### src/rtl/lol_pkg.sv
package lol_pkg;
    localparam int CODE_W = 6;
    localparam int SEG_W  = 2;
    localparam int STEP_W = CODE_W - SEG_W;

    typedef logic [CODE_W-1:0] code_t;

    typedef enum logic {
        LADDER_LOW  = 1'b0,
        LADDER_HIGH = 1'b1
    } ladder_e;
endpackage

### src/rtl/lol_strobe_edge.sv
module lol_strobe_edge (
    input  logic clk,
    input  logic rst,
    input  logic strobe,
    output logic rise,
    output logic fall
);
    typedef struct packed {
        logic lvl;
    } edge_state_t;

    edge_state_t st_d, st_q;

    always_comb begin
        st_d     = st_q;
        st_d.lvl = strobe;
    end

    always_ff @(posedge clk) begin
        if (rst) st_q <= '0;
        else     st_q <= st_d;
    end

    assign rise = strobe & ~st_q.lvl;
    assign fall = ~strobe & st_q.lvl;
endmodule

### src/rtl/lol_line_buffer.sv
module lol_line_buffer
    import lol_pkg::*;
#(
    parameter int N_CH = 8
) (
    input  logic                  clk,
    input  logic                  rst,
    input  logic                  clr,
    input  logic                  wr_valid,
    input  code_t                 wr_code,
    output code_t [N_CH-1:0]      line
);
    localparam int PTR_W = $clog2(N_CH + 1);

    typedef struct packed {
        logic [PTR_W-1:0]  ptr;
        code_t [N_CH-1:0]  slots;
    } buf_state_t;

    buf_state_t st_d, st_q;

    always_comb begin
        st_d = st_q;
        if (clr) begin
            st_d.ptr = '0;
        end else if (wr_valid && (st_q.ptr < PTR_W'(N_CH))) begin
            for (int i = 0; i < N_CH; i++) begin
                if (st_q.ptr == PTR_W'(i)) st_d.slots[i] = wr_code;
            end
            st_d.ptr = st_q.ptr + 1'b1;
        end
    end

    always_ff @(posedge clk) begin
        if (rst) st_q <= '0;
        else     st_q <= st_d;
    end

    assign line = st_q.slots;
endmodule

### src/rtl/lol_out_latch.sv
module lol_out_latch
    import lol_pkg::*;
#(
    parameter int N_CH = 8
) (
    input  logic                  clk,
    input  logic                  rst,
    input  logic                  xfer,
    input  logic                  pol_sel,
    input  code_t [N_CH-1:0]      line,
    output code_t [N_CH-1:0]      codes,
    output logic  [N_CH-1:0]      upper
);
    typedef struct packed {
        code_t [N_CH-1:0]  codes;
        ladder_e [N_CH-1:0] ladder;
    } lat_state_t;

    lat_state_t st_d, st_q;

    always_comb begin
        st_d = st_q;
        if (xfer) begin
            st_d.codes = line;
            for (int i = 0; i < N_CH; i++) begin
                // field i is channel i+1: even fields are odd channels
                if ((i % 2) == 0)
                    st_d.ladder[i] = pol_sel ? LADDER_HIGH : LADDER_LOW;
                else
                    st_d.ladder[i] = pol_sel ? LADDER_LOW : LADDER_HIGH;
            end
        end
    end

    always_ff @(posedge clk) begin
        if (rst) begin
            st_q.codes <= '0;
            for (int i = 0; i < N_CH; i++) st_q.ladder[i] <= LADDER_LOW;
        end else begin
            st_q <= st_d;
        end
    end

    assign codes = st_q.codes;
    always_comb begin
        for (int i = 0; i < N_CH; i++) upper[i] = (st_q.ladder[i] == LADDER_HIGH);
    end
endmodule

### src/rtl/lol_chan_split.sv
module lol_chan_split
    import lol_pkg::*;
#(
    parameter int N_CH = 8
) (
    input  code_t [N_CH-1:0]               codes,
    output logic  [N_CH-1:0][SEG_W-1:0]    seg,
    output logic  [N_CH-1:0][STEP_W-1:0]   step
);
    for (genvar g = 0; g < N_CH; g++) begin : g_ch
        assign seg[g]  = codes[g][CODE_W-1 -: SEG_W];
        assign step[g] = codes[g][STEP_W-1:0];
    end
endmodule

### src/rtl/pol_line_latch.sv
module pol_line_latch
    import lol_pkg::*;
#(
    parameter int N_CH = 8
) (
    input  logic                       clk,
    input  logic                       rst,
    input  logic                       wr_valid,
    input  logic [CODE_W-1:0]          wr_code,
    input  logic                       line_strobe,
    input  logic                       pol_sel,
    output logic [N_CH*CODE_W-1:0]     ch_code,
    output logic [N_CH-1:0]            ch_upper,
    output logic [N_CH*SEG_W-1:0]      ch_seg,
    output logic [N_CH*STEP_W-1:0]     ch_step
);
    logic                          strb_rise;
    logic                          strb_fall;
    code_t [N_CH-1:0]              buf_line;
    code_t [N_CH-1:0]              lat_codes;
    logic  [N_CH-1:0][SEG_W-1:0]   seg_v;
    logic  [N_CH-1:0][STEP_W-1:0]  step_v;

    lol_strobe_edge u_edge (
        .clk    (clk),
        .rst    (rst),
        .strobe (line_strobe),
        .rise   (strb_rise),
        .fall   (strb_fall)
    );

    lol_line_buffer #(.N_CH(N_CH)) u_buf (
        .clk      (clk),
        .rst      (rst),
        .clr      (strb_rise),
        .wr_valid (wr_valid),
        .wr_code  (wr_code),
        .line     (buf_line)
    );

    lol_out_latch #(.N_CH(N_CH)) u_lat (
        .clk     (clk),
        .rst     (rst),
        .xfer    (strb_fall),
        .pol_sel (pol_sel),
        .line    (buf_line),
        .codes   (lat_codes),
        .upper   (ch_upper)
    );

    lol_chan_split #(.N_CH(N_CH)) u_split (
        .codes (lat_codes),
        .seg   (seg_v),
        .step  (step_v)
    );

    assign ch_code = lat_codes;
    assign ch_seg  = seg_v;
    assign ch_step = step_v;
endmodule

### config.mk
export PLATFORM = sky130hd
export DESIGN_NAME = pol_line_latch
export DESIGN_NICKNAME = d
export VERILOG_FILES = /design/src/rtl/lol_pkg.sv /design/src/rtl/lol_strobe_edge.sv /design/src/rtl/lol_line_buffer.sv /design/src/rtl/lol_out_latch.sv /design/src/rtl/lol_chan_split.sv /design/src/rtl/pol_line_latch.sv
export SDC_FILE = /design/constraint.sdc
export NUM_CORES = 1
export LEC_CHECK = 0
export BUFFER_PORTS_ARGS = -buffer_cell sky130_fd_sc_hd__buf_2
export CORE_ASPECT_RATIO = 0.75
export CORE_UTILIZATION = 45
export DETAILED_ROUTE_END_ITERATION = 10
export PLACE_DENSITY_LB_ADDON = 0.05
export SYNTH_ARGS = -nofsm -noshare
export SYNTH_HDL_FRONTEND = slang
export SYNTH_HIERARCHICAL = 1
export SYNTH_SLANG_ARGS = --single-unit
export TNS_END_PERCENT = 50
### constraint.sdc
create_clock -name clk -period 1.55 [get_ports clk]
set_input_delay 0 -clock clk [delete_from_list [all_inputs] [get_ports clk]]
set_output_delay 0 -clock clk [all_outputs]
set_load 0.005 [all_outputs]
* After elaboration in Yosys (flattened, before gate mapping) *
Cells that the tools add are included.

storage, ports and cells
  bits in registers = 103
  latch bits = 0
  RAM bits = 0
  ROM bits = 0
  input bits = 11
  logic and storage cells = 47
  memories kept = 0

cells by class
  add/sub/neg operators = 1
  multipliers = 0
  div/mod/pow operators = 0
  magnitude comparators = 1
  equality and inequality tests = 7
  shift-type cells = 0
  multiplexer cells = 2
  bitwise operators = 5
  reductions and logical operators = 11

operator list
  operator                                             count
  AND reduction 3 bit                                  8
  equality test 4 x 3 -> 1 bit, second input constant  4
  equality test 4 x 2 -> 1 bit, second input constant  2
  adder 4 x 1 -> 4 bit, second input constant          1
  equality test 4 x 1 -> 1 bit, second input constant  1
  zero test 4 bit                                      1
  < comparator 4 bit, second input constant            1
  NOT 1 bit                                            3
  bitwise AND 1 bit                                    2
  2-to-1 mux 1 bit                                     2
  OR reduction 2 bit                                   1
  logical AND 1 bit                                    1

* Logic depth before layout (Yosys ltp) *
Gate-level depths: netlist of run 1.

  depth in word-level cells = 4
  depth in mapped cells = 6
  mapped depth without buffers = 4

* By module *
Netlist of run 1, hierarchy kept.

by module, submodules not included
  module           instances  cells each  area an instance (um2)  seq. area each (um2)
  lol_line_buffer  1          246         2524.9                  1041.0
  lol_out_latch    1          168         1850.5                  1001.0
  lol_chan_split   1          48          360.3                   0.0
  lol_strobe_edge  1          4           38.8                    20.0

* Worst setup path after synthesis of run 1 *
Ideal clock, no wire load.

  kind = reg-to-reg
  from = reg u_edge.st_q
  to = reg u_buf.st_q (netlist bit u_buf/line[44])
  library setup time = 130 ps
  arrival time = 1151 ps
  data required time = 1420 ps
  path slack = 269 ps
  cell stages (with the launch flop) = 7
  path through = dfxtp_1 > nor2b_1 > nor2b_2 > buf_6 > and3_1 > buf_6 > mux2i_1

between the ends
  word-level cells in the longest chain between the ends = 4

RTL lines
  what                           RTL line               RTL
  from (decl)                    lol_strobe_edge.sv:12  edge_state_t st_d, st_q;
  from (signal assigned)         lol_strobe_edge.sv:21  else st_q <= st_d;
  NOT 1 bit                      lol_strobe_edge.sv:24  assign rise = strobe & ~st_q.lvl;
  bitwise AND 1 bit              lol_strobe_edge.sv:24
  named net strb_rise            pol_line_latch.sv:17   logic strb_rise;
  NOT 1 bit (no line)            --
  AND reduction 3 bit (no line)  --
  to (signal assigned)           lol_line_buffer.sv:36  else st_q <= st_d;
  to (decl)                      lol_line_buffer.sv:20  buf_state_t st_d, st_q;

The timed path passes the listed nets, and every way through them passes these cells.
A chain may end at the register's enable or synchronous reset.

* Worst setup path in the final report of run 1 *
  from = in line_strobe
  to = reg u_buf.st_q (netlist bit u_buf/line[8])

between the ends
  word-level cells in the longest chain between the ends = 3

RTL lines
  what                           RTL line               RTL
  from (decl)                    pol_line_latch.sv:10   input logic line_strobe,
  bitwise AND 1 bit              lol_strobe_edge.sv:24
  named net strb_rise            pol_line_latch.sv:17
  NOT 1 bit (no line)            --
  AND reduction 3 bit (no line)  --

The timed path passes the listed nets, and every way through them passes these cells.

==> results of run 1 <==
Yosys cell counts, types with 2 or more instances:
master / number
nor2b_1: 4
nand2b_1: 54
mux2i_1: 98
dfxtp_1: 103
nor2_1: 51
buf_4: 102
nor3_1: 4
buf_2: 6
buf_6: 3
buf_8: 5
nand3_2: 6
ha_1: 4
nand3_1: 2
inv_1: 2
clkbuf_1: 7
and3_1: 2
buf_1: 6
state kept, by name, indices dropped and copies added, names as in the netlist:
signal       flops
u_buf/line      48
u_buf/st_q       4
u_edge/st_q      1
u_lat/codes     48
u_lat/upper      2
critical path: stages:
cell,delay [ps]
dlygate4sd3_1,540
buf_2,150
nor2b_1,150
nor2b_2,100
buf_4,190
nand3_2,240
mux2i_1,190
cells by family (layout without fill, tap and decap cells):
kind of cell / count (synthesis) / count (layout)
fa+ha+maj: 4 / 4
compound gates: 2 / 2
xor+xnor: 2 / 2
buf+inv: 131 / 141
flops: 103 / 103
mux: 98 / 98
simple gates: 126 / 126
power by group through the flow:
| stage | registers [mW] | logic, mW | clock network, mW |
|---|---|---|---|
| floorplan | 2.74 | 0.224 | 0 |
| finish | 2.69 | 0.261 | 2.36 |
| detailed placement | 2.75 | 0.263 | 0 |
| global placement | 2.75 | 0.263 | 0 |
| global route | 2.69 | 0.287 | 2.55 |
| CTS | 2.69 | 0.268 | 2.44 |
stage by stage:
stage          area (sq um)  cells  setup WS [ps]  hold WS [ps]
2_1_floorplan          4775    466          269.4         71.61
3_3_place_gp           4642    595          95.71         216.5
3_5_place_dp           4642    595          71.02         215.4
4_1_cts                4975    612          70.02         62.82
5_1_grt                4977    612          64.34         98.59
6_report               4977    612          178.5         61.36
timing repair:
| action | in CTS | in global routing |
|---|---|---|
| buffers inserted | 0 | 0 |
| hold buffers | 2 | 0 |
| resized for setup | 0 | 1 |
| hold endpoints to repair | 3 | 0 |
| endpoints found under the setup margin | 0 | 18 |
worst min path at each step:
stage / start / to / slack [ps] / depth (start not counted)
3_5_place_dp: pol_sel / u_lat/upper[5]$_SDFFE_PP0P_ / 220 / 2
4_1_cts: rst / u_lat/codes[38]$_SDFFE_PP0P_ / 60 / 2
3_3_place_gp: pol_sel / u_lat/upper[5]$_SDFFE_PP0P_ / 220 / 2
5_1_grt: rst / u_lat/codes[46]$_SDFFE_PP0P_ / 100 / 2
2_1_floorplan: rst / u_edge/st_q$_SDFF_PP0_ / 70 / 1
6_report: rst / u_lat/codes[38]$_SDFFE_PP0P_ / 60 / 2
final cells by class:
class / count / share of cell area, %
clock inverters: 4 / 1.408
flip-flops and latches: 103 / 41.43
inverters: 2 / 0.1508
well taps: 136 / 3.419
repair buffers: 124 / 13.32
multi-input cells: 232 / 35.39
clock buffers: 11 / 4.877
metal layers:
layer | share of wire [%] | wire (um) | track usage [%] | up-vias
li1 | - | - | - | 1413
met4 | 0.73 | 61 | 4.321 | 0
met2 | 46 | 3819 | 24.52 | 66
met3 | 4.1 | 343 | 4.648 | 5
met5 | 0 | 0 | 0 | -
met1 | 49 | 4128 | 21.38 | 1264
==> flow_summary.yaml, run 1 <==
placement:
  dp_hpwl_um: 5609
  port-buffer-count: 114
  routabilityCongestion: 0.7553
global_route:
  grt.total_usage_pct: 15.85
  globalRouteOverflowTotal: 0
  grt_first_pass_wirelength_um: 13370
  grt_max_degree: 33
  grt_pass1_vias: 2523
  antenna_found_initial: 0
power:
  power_frac_seq_pct: 50.6
  internal-power_mw: 4.227
  power_mw: 5.312
  clkPwrFrac_pct: 44.5
  ir_worst_vdd_uv: 589.8
  switching_share_pct: 20.43
  pwr-share-comb_pct: 4.9
  netSwitchingPower_mw: 1.085
  leakage_nw: 2.440
  powerDensity_nw_per_um2: 1067
worst_setup_path:
  path_class: "input pin to register"
  rr_endpoint: "u_buf/line[44]$_SDFFE_PP0P_"
  crit_arrival_ps: 1570
  r2r_slack_ps: 220
  cp-endpoint: "u_buf/line[8]$_SDFFE_PP0P_"
  startpoint_type: "input pin"
  cp.required_ps: 1750
  worstReg2RegStart: "u_buf/st_q[50]$_SDFFE_PP0P_"
  reg2reg_depth: 3
  crit_path_start: "line_strobe"
  cp_max_fo: 10
  endpoint_kind: "register"
yosys:
  syn_nets: 481
  synth_top_area_share_pct: 43.19
  synth_seq_area_share_pct: 43.19
  synth-adder-area-share_pct: 1.048
  synth.distinct_cells: 24
  syn_area_per_cell_sq_um: 10.25
  synth_top_family_by_area: "multiplexers"
  synth_cells: 466
  synth-main-ff-cell: "dfxtp_1"
  synth_top_area_cell: "dfxtp_1"
  ys_warn_count: 6
  synth_seq_cells: 103
  synth-xor-area-share_pct: 0.3669
  yosys.area_share.simple_pct: 14.28
  synth-edff-count: 0
  async_reset_ff_share_pct: 0
  synth_area_leaders: "dfxtp_1, mux2i_1, buf_4"
  yosys-mux-area-fraction_pct: 20.55
  syn_area_sq_um: 4775
  synth-compound-area-share_pct: 0.4455
cells_and_area:
  nFillCells: 980
  fin_util_pct: 48.37
  area_growth_pct: 4.245
  layout_common_cells: "buf_2, dfxtp_1, mux2i_1"
  final_common_cell: "buf_2"
  insertedDiodeCount: 0
  layout.nets: 487
  multi_input_comb_area_sq_um: 1762
  drive_gt1_share_pct: 30.88
  ff_latch_area_sq_um: 2062
drt:
  dr.pass1.iters: 4
  drc_errors: 0
  drt_wl_total_um: 8353
  drtIter0Drc: 76
  wl_per_cell_um: 13.65
  vias: 2748
  ant_nets: 0
  viasPerCell: 4.490
floorplanning:
  row_count: 32
  start_util_pct: 46.40
  coreArea_sq_um: 10290
  die_area_sq_um: 11030
  io_pins: 115
  fp.dieH_um: 91.21
  die_w_um: 120.9
hold_path:
  hp-class: "input pin to register"
cts:
  cts_tree: "done"
  root_buffer: "clkbuf_16"
  cts_buffers: 9
  htree_levels: 3
  clockBufferDepth: 2
  cts.sinks: 103
  clk_pin_slew_ps: 70
  clock_latency_ps: 340
sta:
  fin_crit_ps: 1371
  fin_tns_setup_ps: 0
  fin_crit_sh_pct: 88.48
  rsz0062_at_grt: "no"
  tightest_slew_ps: 484.0
  slew_violations: 0
  hold_viol_final: 0
  relSlewSlack_pct: 67.74
  skew_ps: 5.347
  setup-violations-final: 0
  max_freq_ghz: 0.7291
job:
  max_cap_viol_count: 0
outcome:
  status: "finished, final reports clean"
Power figures use the tool's default switching activity.
==> run 2: changes to the inputs <==
- REMOVE_ABC_BUFFERS: unset -> 1
==> run 2 against run 1 <==
Sequential cell count did not move; first-iteration DRC count grew 49%; die area did not move; maximum frequency up 1.8%; non-clock buffer count grew 2; design area shrank 0.58%; global-route usage hardly changed; total power is 6.6% lower; register-to-register slack got worse by 20 ps; critical endpoint is now u_buf/line[4]$_SDFFE_PP0P_.
==> flow_summary.yaml, run 2 (synthesized netlist as in run 1, its figures left out) <==
power:
  powerDensity_nw_per_um2: 1003
  ir_worst_vdd_uv: 620.6
  power_frac_seq_pct: 54.2
  internal-power_mw: 3.895
  pwr-share-comb_pct: 5.3
  switching_share_pct: 21.49
  clkPwrFrac_pct: 40.5
  leakage_nw: 2.418
  netSwitchingPower_mw: 1.066
hold_path:
  hp-class: "input pin to register"
floorplanning:
  die_w_um: 120.9
  coreArea_sq_um: 10290
  row_count: 32
  die_area_sq_um: 11030
  start_util_pct: 46.40
  fp.dieH_um: 91.21
  io_pins: 115
worst_setup_path:
  path_class: "input pin to register"
  cp.required_ps: 1760
  endpoint_kind: "register"
  r2r_slack_ps: 200
  startpoint_type: "input pin"
  cp_max_fo: 10
  crit_arrival_ps: 1550
cells_and_area:
  drive_gt1_share_pct: 30.67
  layout_common_cells: "buf_2, dfxtp_1, mux2i_1"
  nFillCells: 1021
  layout.nets: 489
  fin_util_pct: 48.09
  fin_area_sq_um: 4949
  area_growth_pct: 3.643
  final_common_cell: "buf_2"
placement:
  dpl-instance-area_sq_um: 4669
  port-buffer-count: 114
  place_ws_ps: 88.98
  dp_hpwl_um: 5618
  routabilityCongestion: 0.7117
cts:
  cts_tree: "done"
  htree_levels: 3
  clockBufferDepth: 2
  root_buffer: "clkbuf_16"
  cts.sinks: 103
  clk_pin_slew_ps: 60
  clock_latency_ps: 340
  cts_buffers: 9
  cts_setup_buffers: 0
sta:
  tightest_slew_ps: 494.7
  hold_viol_final: 0
  fin_crit_sh_pct: 86.88
  skew_ps: 4.142
  holdWs_ps: 94.41
  fin_crit_ps: 1347
  relSlewSlack_pct: 67.02
  rsz0062_at_grt: "no"
  setup_slack_ps: 203.4
  slew_violations: 0
  max_freq_ghz: 0.7426
  setup-violations-final: 0
drt:
  dr.pass1.iters: 4
  drt_wl_total_um: 8249
  viasPerCell: 4.594
  drtIter0Drc: 113
  wl_per_cell_um: 13.46
  drc_errors: 0
  vias: 2816
  ant_nets: 0
global_route:
  grt.total_usage_pct: 15.90
  antenna_found_initial: 0
  globalRouteOverflowTotal: 0
  grt_pass1_vias: 2594
  grt_first_pass_wirelength_um: 13390
  grt_max_degree: 37
outcome:
  status: "finished, final reports clean"
job:
  max_cap_viol_count: 0
-- run 2: cell count changes in the layout (fill, tap and decap cells not counted) --
cell        change
clkinv_2        -2
buf_4           +1
clkbuf_1        +1
bufinv_16       -2
clkinvlp_4      +1
diode_2         +1
buf_12          +1
-- run 2: stage by stage --
stage,power (mW),cells,setup TNS (ps)
6_report,4.961,613,0
5_1_grt,5.171,612,0
4_1_cts,5.042,612,0
3_5_place_dp,3.011,597,0
3_3_place_gp,3.010,597,0
2_1_floorplan,2.893,337,-125590
-- run 2: power groups by stage --
| stage | registers (mW) | clock network [mW] | logic, mW |
|---|---|---|---|
| global route | 2.69 | 2.19 | 0.289 |
| floorplan | 2.75 | 0 | 0.147 |
| CTS | 2.69 | 2.09 | 0.268 |
| detailed placement | 2.75 | 0 | 0.263 |
| global placement | 2.75 | 0 | 0.263 |
| finish | 2.69 | 2.01 | 0.263 |
-- run 2: final timing paths --
path,cells past startpoint,end,from
worst max-delay path,7,u_buf/line[4]$_SDFFE_PP0P_,line_strobe
worst min-delay path,2,u_lat/codes[35]$_SDFFE_PP0P_,rst
worst max register to register,3,u_buf/line[4]$_SDFFE_PP0P_,u_buf/st_q[51]$_SDFFE_PP0P_
worst min register to register,2,u_buf/line[23]$_SDFFE_PP0P_,u_buf/line[23]$_SDFFE_PP0P_
-- run 2: what timing repair did --
action	in CTS	in global routing
hold buffers	2	0
gates resized for setup	0	1
endpoints found under the setup margin	0	4
hold endpoints to repair	3	0
-- run 2: layout make-up --
cell class,count,area [sq um],share of cell area [%]
antenna,1,2.502,0.05057
clock inverter,1,7.507,0.1517
sequential,103,2062,41.67
tap,136,170.2,3.439
clock buffer,12,246.5,4.981
multi-input combinational,232,1762,35.60
timing repair buffer,126,690.7,13.96
inverter,2,7.507,0.1517
-- run 2: worst max-delay path, stage by stage --
cell and delay (ps):
dlygate4sd3_1 530, buf_2 140, nor2b_1 150, nor2b_2 100
buf_4 180, nand3_2 250, mux2i_1 190
-- run 2: layer usage --
layer	share of wire (%)	GRT usage, %
met1	52	21.67
met2	42	23.71
met3	4.5	4.899
met4	0.87	5.247
met5	0	0
==> run 3: changes to the inputs <==
- ABC_AREA: unset -> 1
==> run 3 against run 2 <==
Clock power rose by 10%; sequential share of layout area increased by 1.1 points; first-iteration DRC count rose by 73%; global-route usage is 1.9 points higher; synthesized cell count up 35%; register-to-register slack got worse by 120 ps; die area shrank 3.4%; combinational power up 72%; maximum frequency shrank 8.3%; sequential cell count unchanged; total power grew 10%.
==> flow_summary.yaml, run 3 <==
cts:
  htree_levels: 3
  cts.sinks: 103
  cts_buffers: 9
  cts_tree: "done"
  clk_pin_slew_ps: 60
  cts_setup_buffers: 0
  clockBufferDepth: 2
  root_buffer: "clkbuf_16"
  clock_latency_ps: 340
global_route:
  grt_max_degree: 51
  globalRouteOverflowTotal: 0
  grt.busiest_layer: "met2"
  antenna_found_initial: 0
  grt_first_pass_wirelength_um: 14660
  use_met1_pct: 22.88
  grt_pass1_vias: 3007
  grt_use_met3_pct: 4.356
  grt_use_met2_pct: 29.35
  grt.total_usage_pct: 17.76
cells_and_area:
  layout_common_cells: "nor2_1, buf_2, nand2_1"
  final_common_cell: "nor2_1"
  area_growth_pct: 4.532
  layout.nets: 649
  final_cells: 771
  nFillCells: 1029
  insertedDiodeCount: 0
  drive_gt1_share_pct: 23.16
sta:
  fin_tns_setup_ps: 0
  tightest_slew_ps: 689.5
  setup-violations-final: 0
  rsz0062_at_grt: "yes"
  fin_crit_ps: 1468
  hold_viol_final: 0
  max_freq_ghz: 0.6811
  holdWs_ps: 159.7
  fin_crit_sh_pct: 94.72
  slew_violations: 0
  relSlewSlack_pct: 53.96
  skew_ps: 3.661
  setup_slack_ps: 81.86
power:
  internal-power_mw: 4.209
  ir_worst_vdd_uv: 594.6
  pwr-share-comb_pct: 8.3
  power_frac_seq_pct: 51.1
  clkPwrFrac_pct: 40.6
  powerDensity_nw_per_um2: 1134
  leakage_nw: 2.480
  netSwitchingPower_mw: 1.256
  power_mw: 5.465
  switching_share_pct: 22.98
drt:
  ant_nets: 0
  vias: 3481
  drc_errors: 0
  viasPerCell: 4.515
  drtIter0Drc: 195
  dr.pass1.iters: 5
  drt_wl_total_um: 8908
  wl_per_cell_um: 11.55
job:
  max_cap_viol_count: 0
yosys:
  synth_common_cells: "nor2_1, buf_4, nand2_1"
  synth_area_leaders: "dfxtp_1, buf_4, nor2_1"
  synth_seq_cells: 103
  post-synth-top-count-cell: "nor2_1"
  synth-xor-area-share_pct: 0
  synth_top_area_cell: "dfxtp_1"
  synth_top_family_by_area: "simple AND/OR/NAND/NOR gates"
  synth-edff-count: 0
  synth-adder-area-share_pct: 1.085
  synth-main-ff-cell: "dfxtp_1"
  syn_area_sq_um: 4611
  synth_seq_area_share_pct: 44.72
  synth.distinct_cells: 19
  synth_top_area_share_pct: 44.72
  yosys.area_share.simple_pct: 26.62
  async_reset_ff_share_pct: 0
  synth_cells: 628
  yosys-mux-area-fraction_pct: 0
  ys_warn_count: 6
  synth-compound-area-share_pct: 6.024
  syn_area_per_cell_sq_um: 7.342
outcome:
  status: "finished, final reports clean"
worst_setup_path:
  cp_max_fo: 12
  critPathSlowestCell: "nor2_2"
  cp_common_cell: "nand2_1"
  path_class: "register to register"
  critPathMaxStageDelay_ps: 370
  startpoint_type: "register"
  cp.required_ps: 1780
  path_cells: "inv_1 > ha_1 > nand3_1 > nor2_2 > nand2_1 > nand2_1 > nor2_1"
  endpoint_kind: "register"
  crit_arrival_ps: 1700
floorplanning:
  coreArea_sq_um: 9813
  row_count: 31
  io_pins: 115
  fp.dieH_um: 89.66
  die_w_um: 118.9
  start_util_pct: 46.98
  die_area_sq_um: 10660
placement:
  dp.cells: 751
  port-buffer-count: 114
  routabilityCongestion: 0.7514
  dp_hpwl_um: 5519
  place_ws_ps: 78.99
hold_path:
  hp-class: "input pin to register"
## run 3: layout make-up
type | count | area (sq um) | share of cell area [%]
Multi-Input combinational cell | 377 | 1568 | 32.53
Inverter | 18 | 70.07 | 1.454
Tap cell | 132 | 165.2 | 3.427
Clock buffer | 12 | 246.5 | 5.114
Timing Repair Buffer | 125 | 663.1 | 13.76
Sequential cell | 103 | 2062 | 42.78
Clock inverter | 4 | 45.04 | 0.9346
## run 3: repair_timing
item	4_1_cts	5_1_grt
endpoints found under the hold margin	5	0
setup endpoints to repair	0	20
hold buffers	4	0
resized for setup	0	3
## run 3: cells by family after synthesis
logic type      count (synthesis)
flops                         103
compound gates                 55
simple gates                  318
fa+ha+maj                       4
buf+inv                       148
## run 3: critical path: cells and delay by family (launching register included)
| family | cells | cell delay (ps) |
|---|---|---|
| adder cells (fa/ha/maj) | 1 | 170 |
| buffers and inverters | 1 | 130 |
| flip-flops | 1 | 340 |
| AND/OR/NAND/NOR | 5 | 720 |
## run 3: power groups by stage
stage	Combinational, mW	Clock (mW)	Sequential [mW]
2_1_floorplan	0.215	0	2.87
3_3_place_gp	0.445	0	2.85
3_5_place_dp	0.449	0	2.86
4_1_cts	0.459	2.30	2.80
5_1_grt	0.523	2.41	2.81
6_report	0.453	2.22	2.79
## run 3: final timing paths
check,from,end,slack (ps),depth (start not counted)
worst max register to register,u_buf/st_q[48]$_SDFFE_PP0P_,u_buf/line[17]$_SDFFE_PP0P_,80,7
worst max-delay path,u_buf/st_q[48]$_SDFFE_PP0P_,u_buf/line[17]$_SDFFE_PP0P_,80,7
worst min register to register,u_buf/line[28]$_SDFFE_PP0P_,u_buf/line[28]$_SDFFE_PP0P_,480,2
worst min-delay path,wr_code[4],u_buf/line[34]$_SDFFE_PP0P_,160,5
## run 3: through the flow
stage	utilization [%]	area, sq um
2_1_floorplan	-	3685
3_3_place_gp	45.66	4481
3_5_place_dp	45.66	4481
4_1_cts	49.04	4812
5_1_grt	49.11	4820
6_report	49.11	4820
## run 3: layer usage
metal | vias to the layer above | routed length [um]
met5 | - | 0
met1 | 1565 | 4479
met2 | 84 | 3844
met4 | 0 | 112
met3 | 10 | 472
li1 | 1822 | -
